`src/rtl/alu_nzcv_pkg.sv`:
```
package alu_nzcv_pkg;

  typedef enum logic [2:0] {
    SEL_ADD = 3'd0,
    SEL_SUB = 3'd1,
    SEL_AND = 3'd2,
    SEL_OR  = 3'd3,
    SEL_XOR = 3'd4,
    SEL_SHL = 3'd5,
    SEL_SHR = 3'd6,
    SEL_CMP = 3'd7
  } alu_sel_e;

  typedef enum logic [2:0] {
    CND_EQ   = 3'd0,
    CND_NE   = 3'd1,
    CND_LT   = 3'd2,
    CND_GE   = 3'd3,
    CND_LE   = 3'd4,
    CND_GT   = 3'd5,
    CND_RSV6 = 3'd6,
    CND_RSV7 = 3'd7
  } cond_e;

  typedef struct packed {
    logic n;
    logic z;
    logic c;
    logic v;
  } status_t;

endpackage

```
`src/rtl/alu_addsub.sv`:
```
module alu_addsub #(
  parameter int W = 32
) (
  input  logic [W-1:0] a,
  input  logic [W-1:0] b,
  input  logic         do_sub,
  output logic [W-1:0] sum,
  output logic         carry,
  output logic         ovf
);
  localparam int MSB = W - 1;

  logic [W-1:0] b_eff;
  logic [W:0]   wide;

  always_comb begin
    b_eff = do_sub ? ~b : b;
    wide  = {1'b0, a} + {1'b0, b_eff} + {{W{1'b0}}, do_sub};
    sum   = wide[W-1:0];
    carry = wide[W];
    ovf   = (a[MSB] == b_eff[MSB]) && (wide[MSB] != a[MSB]);
  end

  // subtract carry means no borrow: must agree with unsigned compare
  always_comb begin
    if (do_sub) begin
      AST_SUB_NO_BORROW: assert (carry == (a >= b));
    end
  end
endmodule

```
`src/rtl/alu_shifter.sv`:
```
module alu_shifter #(
  parameter int W = 32
) (
  input  logic [W-1:0]         val,
  input  logic [$clog2(W)-1:0] amt,
  input  logic                 go_right,
  output logic [W-1:0]         shl,
  output logic [W-1:0]         shr
);
  localparam int STG = $clog2(W);

  logic [W-1:0] lstage [0:STG];
  logic [W-1:0] rstage [0:STG];

  assign lstage[0] = val;
  assign rstage[0] = val;

  for (genvar s = 0; s < STG; s++) begin : g_stage
    assign lstage[s+1] = amt[s] ? (lstage[s] << (1 << s)) : lstage[s];
    assign rstage[s+1] = amt[s] ? (rstage[s] >> (1 << s)) : rstage[s];
  end

  assign shl = lstage[STG];
  assign shr = rstage[STG];

  // a right shift by a nonzero amount always clears the top bit
  always_comb begin
    if (go_right && amt != '0) begin
      AST_SHR_ZERO_FILL: assert (shr[W-1] == 1'b0);
    end
  end
endmodule

```
`src/rtl/alu_cond_eval.sv`:
```
module alu_cond_eval
  import alu_nzcv_pkg::*;
(
  input  status_t    st,
  input  logic [2:0] code,
  output logic       hit
);
  logic sgn_lt;

  always_comb begin
    sgn_lt = st.n ^ st.v;
    unique case (cond_e'(code))
      CND_EQ:  hit = st.z;
      CND_NE:  hit = ~st.z;
      CND_LT:  hit = sgn_lt;
      CND_GE:  hit = ~sgn_lt;
      CND_LE:  hit = st.z | sgn_lt;
      CND_GT:  hit = ~st.z & ~sgn_lt;
      default: hit = 1'b0;
    endcase
  end

  always_comb begin
    AST_RSV_NEVER_TAKEN: assert (!(hit && code[2] && code[1]));
  end
endmodule

```
`src/rtl/alu_nzcv_unit.sv`:
```
module alu_nzcv_unit
  import alu_nzcv_pkg::*;
#(
  parameter int DATA_W = 32
) (
  input  logic [DATA_W-1:0] op_a,
  input  logic [DATA_W-1:0] op_b,
  input  logic [2:0]        alu_sel,
  input  logic [3:0]        flags_in,
  input  logic [2:0]        cond_sel,
  output logic [DATA_W-1:0] result,
  output logic [3:0]        flags_out,
  output logic              flags_we,
  output logic              rd_we,
  output logic              taken
);
  localparam int SHAMT_W = $clog2(DATA_W);

  alu_sel_e sel;
  logic [DATA_W-1:0] as_sum, sh_l, sh_r;
  logic as_c, as_v, is_sub, is_arith;
  status_t fresh, stored;

  assign sel    = alu_sel_e'(alu_sel);
  assign is_sub = (sel == SEL_SUB) || (sel == SEL_CMP);
  assign stored = status_t'(flags_in);

  alu_addsub #(.W(DATA_W)) u_addsub (
    .a(op_a), .b(op_b), .do_sub(is_sub),
    .sum(as_sum), .carry(as_c), .ovf(as_v)
  );

  alu_shifter #(.W(DATA_W)) u_shift (
    .val(op_a), .amt(op_b[SHAMT_W-1:0]), .go_right(sel == SEL_SHR),
    .shl(sh_l), .shr(sh_r)
  );

  alu_cond_eval u_cond (
    .st(stored), .code(cond_sel), .hit(taken)
  );

  always_comb begin
    unique case (sel)
      SEL_ADD, SEL_SUB, SEL_CMP: result = as_sum;
      SEL_AND: result = op_a & op_b;
      SEL_OR:  result = op_a | op_b;
      SEL_XOR: result = op_a ^ op_b;
      SEL_SHL: result = sh_l;
      SEL_SHR: result = sh_r;
      default: result = as_sum;
    endcase
  end

  always_comb begin
    is_arith = (sel == SEL_ADD) || is_sub;
    fresh.n  = as_sum[DATA_W-1];
    fresh.z  = (as_sum == '0);
    fresh.c  = as_c;
    fresh.v  = as_v;
    flags_we  = is_arith;
    rd_we     = (sel != SEL_CMP);
    flags_out = is_arith ? fresh : flags_in;
  end

  always_comb begin
    if (flags_we) begin
      AST_ZN_FOLLOW_RESULT: assert (flags_out[2] == (result == '0) && flags_out[3] == result[DATA_W-1]);
    end
    if (sel == SEL_ADD) begin
      AST_ADD_WRAP_CARRY: assert (flags_out[1] == (result < op_a));
    end
    if (!flags_we) begin
      AST_STATUS_HELD: assert (flags_out == flags_in);
    end
    if (sel == SEL_CMP) begin
      AST_CMP_NO_WRITE: assert (!rd_we && flags_we);
    end
  end
endmodule

```
`config.mk`:
```
export PLATFORM = sky130hd
export DESIGN_NAME = alu_nzcv_unit
export DESIGN_NICKNAME = d
export VERILOG_FILES = /design/src/rtl/alu_nzcv_pkg.sv /design/src/rtl/alu_addsub.sv /design/src/rtl/alu_shifter.sv /design/src/rtl/alu_cond_eval.sv /design/src/rtl/alu_nzcv_unit.sv
export SDC_FILE = /design/constraint.sdc
export NUM_CORES = 1
export LEC_CHECK = 0
export BUFFER_PORTS_ARGS = -buffer_cell sky130_fd_sc_hd__buf_4
export CELL_PAD_IN_SITES_DETAIL_PLACEMENT = 0
export CELL_PAD_IN_SITES_GLOBAL_PLACEMENT = 1
export CORE_UTILIZATION = 43
export DETAILED_ROUTE_END_ITERATION = 10
export GPL_ROUTABILITY_DRIVEN = 0
export GPL_TIMING_DRIVEN = 0
export PLACE_DENSITY = 0.82
export SLEW_MARGIN = 10
export SYNTH_ARGS = -nofsm -noshare
export SYNTH_HDL_FRONTEND = slang
export SYNTH_SLANG_ARGS = --single-unit
```
`constraint.sdc`:
```
create_clock -name vclk -period 5.2
set_input_delay 0.52 -clock vclk [all_inputs]
set_output_delay 0.52 -clock vclk [all_outputs]
set_load 0.005 [all_outputs]
```
Word-level counts from Yosys, hierarchy flattened
Cells that the tools add are included.
- word-level logic and storage cells: 47
- bits in registers: 0
- input bits: 74
- output and inout port bits: 39
- bitwise gates (word level): 9
- eq/ne operators: 15
- reduce and logical (&&, ||, !) cells: 7
- add/sub/neg operators: 2
- mux-type cells: 14
- operator list (operator ; number):
    $mux W32 ; 11
    $pmux W32 S6 ; 1
    $add A32 B32 Y33 ; 1
    $add A33 B1 Y33 ; 1
    $and A32 B32 Y32 ; 1
    $logic_not A32 Y1 ; 1
    $not A32 Y32 ; 1
    $or A32 B32 Y32 ; 1
    $xor A32 B32 Y32 ; 1
    $eq A3 B3 Y1 const B ; 6
    $eq A3 B2 Y1 const B ; 4
    $eq A3 B1 Y1 const B ; 2
    $logic_not A3 Y1 ; 2
    $pmux W1 S6 ; 1
    $mux W4 ; 1
    $ne A3 B3 Y1 const B ; 1
    $reduce_or A3 Y1 ; 1
    $logic_or A1 B1 Y1 ; 2
    $not A1 Y1 ; 2
    $and A1 B1 Y1 ; 1
    $eq A1 B1 Y1 ; 1
    $logic_and A1 B1 Y1 ; 1
    $ne A1 B1 Y1 ; 1
    $or A1 B1 Y1 ; 1
    $xor A1 B1 Y1 ; 1

Logic depth before layout (Yosys ltp)
- depth after elaboration: 8
- gate-level depth with buffers: 17
- mapped depth without buffers: 15

Hierarchy
From an unflattened synthesis, not the netlist that was laid out.
- cells, all modules: 1190
- area, all modules: 9115.0 um^2
- by module, submodules not included (module ; seq. area each (um^2) ; cells each ; area an instance (um^2) ; instances):
    alu_shifter ; 0.0 ; 499 ; 4209.0 ; 1
    alu_nzcv_unit ; 0.0 ; 407 ; 2856.5 ; 1
    alu_addsub ; 0.0 ; 276 ; 1983.2 ; 1
    alu_cond_eval ; 0.0 ; 8 ; 66.3 ; 1

Worst setup path before layout
OpenSTA, ideal clock, no wires.
- kind: input port to output port
- start: input alu_sel[0]
- end: output flags_out[2]
- stages on the path: 17
- arrival: 4.106 ns
- slack: 0.574 ns
- path buffers: 4
- path through: clkbuf_1 clkbuf_1 o21ai_1 clkbuf_1 xnor2_1 ha_1 clkbuf_1 nand4_1 nor3_1 o211ai_1 a32oi_1 xnor2_1 and4b_1 and4_1 nand4_1 nor4b_1 a32o_1
- longest elaborated chain between the ends: 7
- elaborated cells between the ends (all ways): 10
- classes of those cells: 2 x add/sub; 2 x eq/ne; 2 x mux; 4 x reduce/logical
- RTL lines (what ; line ; text):
    start, declared ; alu_nzcv_unit.sv:8 ; input logic [2:0] alu_sel,
    $eq A3 B1 Y1 / $eq A3 B3 Y1 (equally long branches) ; alu_nzcv_unit.sv:25 ; assign is_sub = (sel == SEL_SUB) || (sel == SEL_CMP);
    $logic_or A1 B1 Y1 ; alu_nzcv_unit.sv:25 ;
    $mux W32 ; alu_addsub.sv:17 ; b_eff = do_sub ? ~b : b;
    $add A32 B32 Y33 ; alu_addsub.sv:18 ; wide = {1'b0, a} + {1'b0, b_eff} + {{W{1'b0}}, do_sub};
    $add A33 B1 Y33 ; alu_addsub.sv:18 ;
    $logic_not A32 Y1 ; alu_nzcv_unit.sv:57 ; fresh.z = (as_sum == '0);
    $mux W4 (*) ; alu_nzcv_unit.sv:62 ; flags_out = is_arith ? fresh : flags_in;
    end, declared ; alu_nzcv_unit.sv:12 ; output logic [3:0] flags_out,
Mark *: on every way between the ends. The rest lies on a longest branch, timed or not.

Worst setup path in the final report
- start: input op_b[0]
- end: output flags_out[2]
- longest elaborated chain between the ends: 6
- RTL lines (what ; line ; text):
    start, declared ; alu_nzcv_unit.sv:7 ; input logic [DATA_W-1:0] op_b,
    $not A32 Y32 ; alu_addsub.sv:17 ;
    $mux W32 (*) ; alu_addsub.sv:17 ;
    $add A32 B32 Y33 (*) ; alu_addsub.sv:18 ;
    $add A33 B1 Y33 (*) ; alu_addsub.sv:18 ;
    $logic_not A32 Y1 (*) ; alu_nzcv_unit.sv:57 ;
    $mux W4 (*) ; alu_nzcv_unit.sv:62 ;
Marks and branches as above.

==> impl_results.md <==
- Sequential Area: 0 um2
- Grt total ovfl: 0
- Post-DP HPWL: 30300 um
- Initial core utilization: 44.0%
- First-pass GRT wire length: 54700 um
- CP max FO: 11
- Final Setup Violations: 0
- P per Cell Area: roughly 150 nW/um2
- Crit-path max cell delay: 0.66 ns
- Synthesized area: between 7000 and 8000 um2
- Share of cells above drive strength 1: 13.8%
- Slew @ Worst Pin: 1.03 ns
- Unique masters post-synth: 75
- Routed wire length: around 37000 um
- Area Overhead vs Synth: 16.6%
- Synth warnings: 0
- Tmin final: between 5 and 6 ns
- Max Cap Viol: 0
- Post-synthesis sequential area ratio: 0%
- Non-Filler Instances: 1452
- Via density: 6.72
- DIE AREA: about 18000 um2
- HP Class: primary input to output port
- # diodes: 0
- Filler cells: ~1800
- DR iter-0 viols: approximately 1500
- Via total after detailed routing: 9761
- Final WS setup: 0.148 ns
- DP Area: around 8400 um2
- LEAKAGE: 0.00390 uW
- FFs & Latches: 0
- Vias in the first global route: 9074
- Initial antenna violation count: 0
- Critical path's most frequent cell: buf_4
- Final Slew Violations: 0
- Maximum VDD drop: 0.0711 mV
- Buf/Inv on CP: 7
- DR DRC count: 0
- Die width: ~130 um
- Setup crit end kind: output port
- Slowest library cell on the worst path: buf_1
- DRT antenna net count: 0
- 1st-pass router iterations: 8
- Avg Inst Size Synth: between 6 and 7 um2
- CP cell instances: buf_4, buf_6, inv_2, buf_1, clkdlybuf4s15_2, ha_1, inv_1, o2111ai_1, a2111oi_2, and4b_1, and4_1, nand4_1, nor4b_2, a32o_1, buf_4
- # IOs: 113
- Hold_ws: between 1 and 1.5 ns
- Cell family with most CP delay: buffers and inverters
- Largest net degree at the start of global routing: 12
- Max transition margin: 31.0%
- Core Area: 16600 um2
- Tot Pwr: 1270 uW
- Final period util: 97.2%
- Crit path arrival time: about 4.5 ns
- Post-Synthesis Cells: 1124
- Num rows: 47
- Inst Count DP: roughly 1500
- Outcome: complete, no violations
- Global-route usage over all layers: 40.6%
- CTS Hold Buffers Added: 0
- Fin nets: 1409
- Final hold violation count: 0
- WL/cell: 25.3 um
- Port bufs: 113
- Place WS: -1.08 ns
- RSZ-0062 raised after global routing: false
- CP Class: primary input to output port
- Syn nets: 1299
- Startpoint types: primary input
- Die Y: 132 um
- FMAX: 198 MHz
- Clock buf count: 0
- Post-route cell area: 8520 um2
- Req. time, crit path: between 4 and 5 ns
[kinds of logic after synthesis]
family,after synthesis,share of synthesized area (%)
buffers and inverters,155,8.08
multiplexers,78,11.1
AO/OA/AOI/OAI,417,37.4
XOR/XNOR,58,6.95
adder cells (fa/ha/maj),101,17.4
AND/OR/NAND/NOR,315,19.0
[path summary, 6_finish.rpt]
| check | startpoint | endpoint | slack, ns | cells past startpoint |
|---|---|---|---|---|
| worst max-delay path | op_b[0] | flags_out[2] | 0.15 | 15 |
| worst min-delay path | cond_sel[0] | taken | 1.30 | 3 |
[final cells by class]
| type | instances | area, um2 | area share (%) |
|---|---|---|---|
| Multi-Input combinational cell | 969 | 6780 | 79.5 |
| Inverter | 78 | 293 | 3.44 |
| Timing Repair Buffer | 114 | 856 | 10.0 |
| Tap cell | 220 | 275 | 3.23 |
| Buffer | 71 | 320 | 3.76 |
[cell usage in the layout (no fill, tap or decap), types with 19 or more instances in the layout]
master / instances
a21oi_1: 108
a22oi_1: 44
buf_4: 116
clkbuf_1: 44
ha_1: 97
inv_1: 73
mux2i_1: 73
nand2_1: 114
nor2_1: 118
o21ai_0: 109
o221ai_1: 19
xnor2_1: 45
[cell usage after synthesis, types with 3 or more instances]
| library cell | number | share of area (%) |
|---|---|---|
| o21a_1 | 9 | 0.92 |
| a21boi_0 | 4 | 0.41 |
| ha_1 | 100 | 17 |
| mux2_2 | 3 | 0.46 |
| nand2_1 | 114 | 5.9 |
| a221o_1 | 4 | 0.55 |
| nand3_1 | 13 | 0.89 |
| o2111ai_1 | 8 | 0.96 |
| xnor2_1 | 45 | 5.4 |
| mux2i_1 | 73 | 10 |
| clkbuf_1 | 61 | 3.1 |
| or3_1 | 7 | 0.60 |
| a21o_1 | 13 | 1.3 |
| and2_1 | 5 | 0.43 |
| buf_1 | 14 | 0.72 |
| a2111oi_0 | 8 | 0.96 |
| a22oi_1 | 44 | 4.5 |
| and3_1 | 6 | 0.51 |
| o21ai_0 | 111 | 7.6 |
| o221a_2 | 4 | 0.62 |
| inv_1 | 73 | 3.8 |
| o211ai_1 | 9 | 0.92 |
| a31oi_1 | 3 | 0.26 |
| and4_1 | 3 | 0.36 |
| nor3_1 | 12 | 0.82 |
| a21oi_1 | 111 | 7.6 |
| xor2_1 | 13 | 1.6 |
| o221ai_1 | 19 | 2.3 |
| nor2b_1 | 19 | 1.6 |
| a211oi_1 | 7 | 0.72 |
| o21bai_1 | 5 | 0.51 |
| a221oi_1 | 13 | 1.6 |
| inv_2 | 3 | 0.15 |
| a32oi_1 | 3 | 0.36 |
| o22ai_1 | 14 | 1.2 |
| nor2_1 | 119 | 6.1 |
| nand4_1 | 6 | 0.51 |
| a311oi_1 | 3 | 0.36 |
[where the power goes]
group,switching (uW),total (uW),internal [uW]
registers,0,0,0
clock network,0,0,0
logic,797,1270,470
total,797,1270,470
[per-layer routing]
layer | track usage (%) | vias up | part of all wire [%]
li1 | - | 4337 | -
met1 | 54.8 | 4483 | 39
met2 | 62.9 | 790 | 42
met3 | 8.50 | 151 | 14
met4 | 15.6 | 0 | 5.2
met5 | 0 | - | 0
[worst min-delay path: cells and delay by family]
family	cells	cell delay, ns
buf+inv	2	0.21
compound gates	1	0.05
[what timing repair did]
| item | CTS | global route |
|---|---|---|
| endpoints found under the setup margin | 19 | 3 |
| pin swaps | 0 | 1 |
| gates resized for setup | 25 | 22 |
| cloned | 0 | 0 |
| setup buffers | 0 | 1 |
[metrics by stage]
stage	util, %	setup TNS (ns)
finish	51.4	0
global route	51.4	0
CTS	51.1	0
detailed placement	50.8	-6.10
global placement	50.8	-5.35
floorplan	-	0
(Power assumes the default switching activity.)
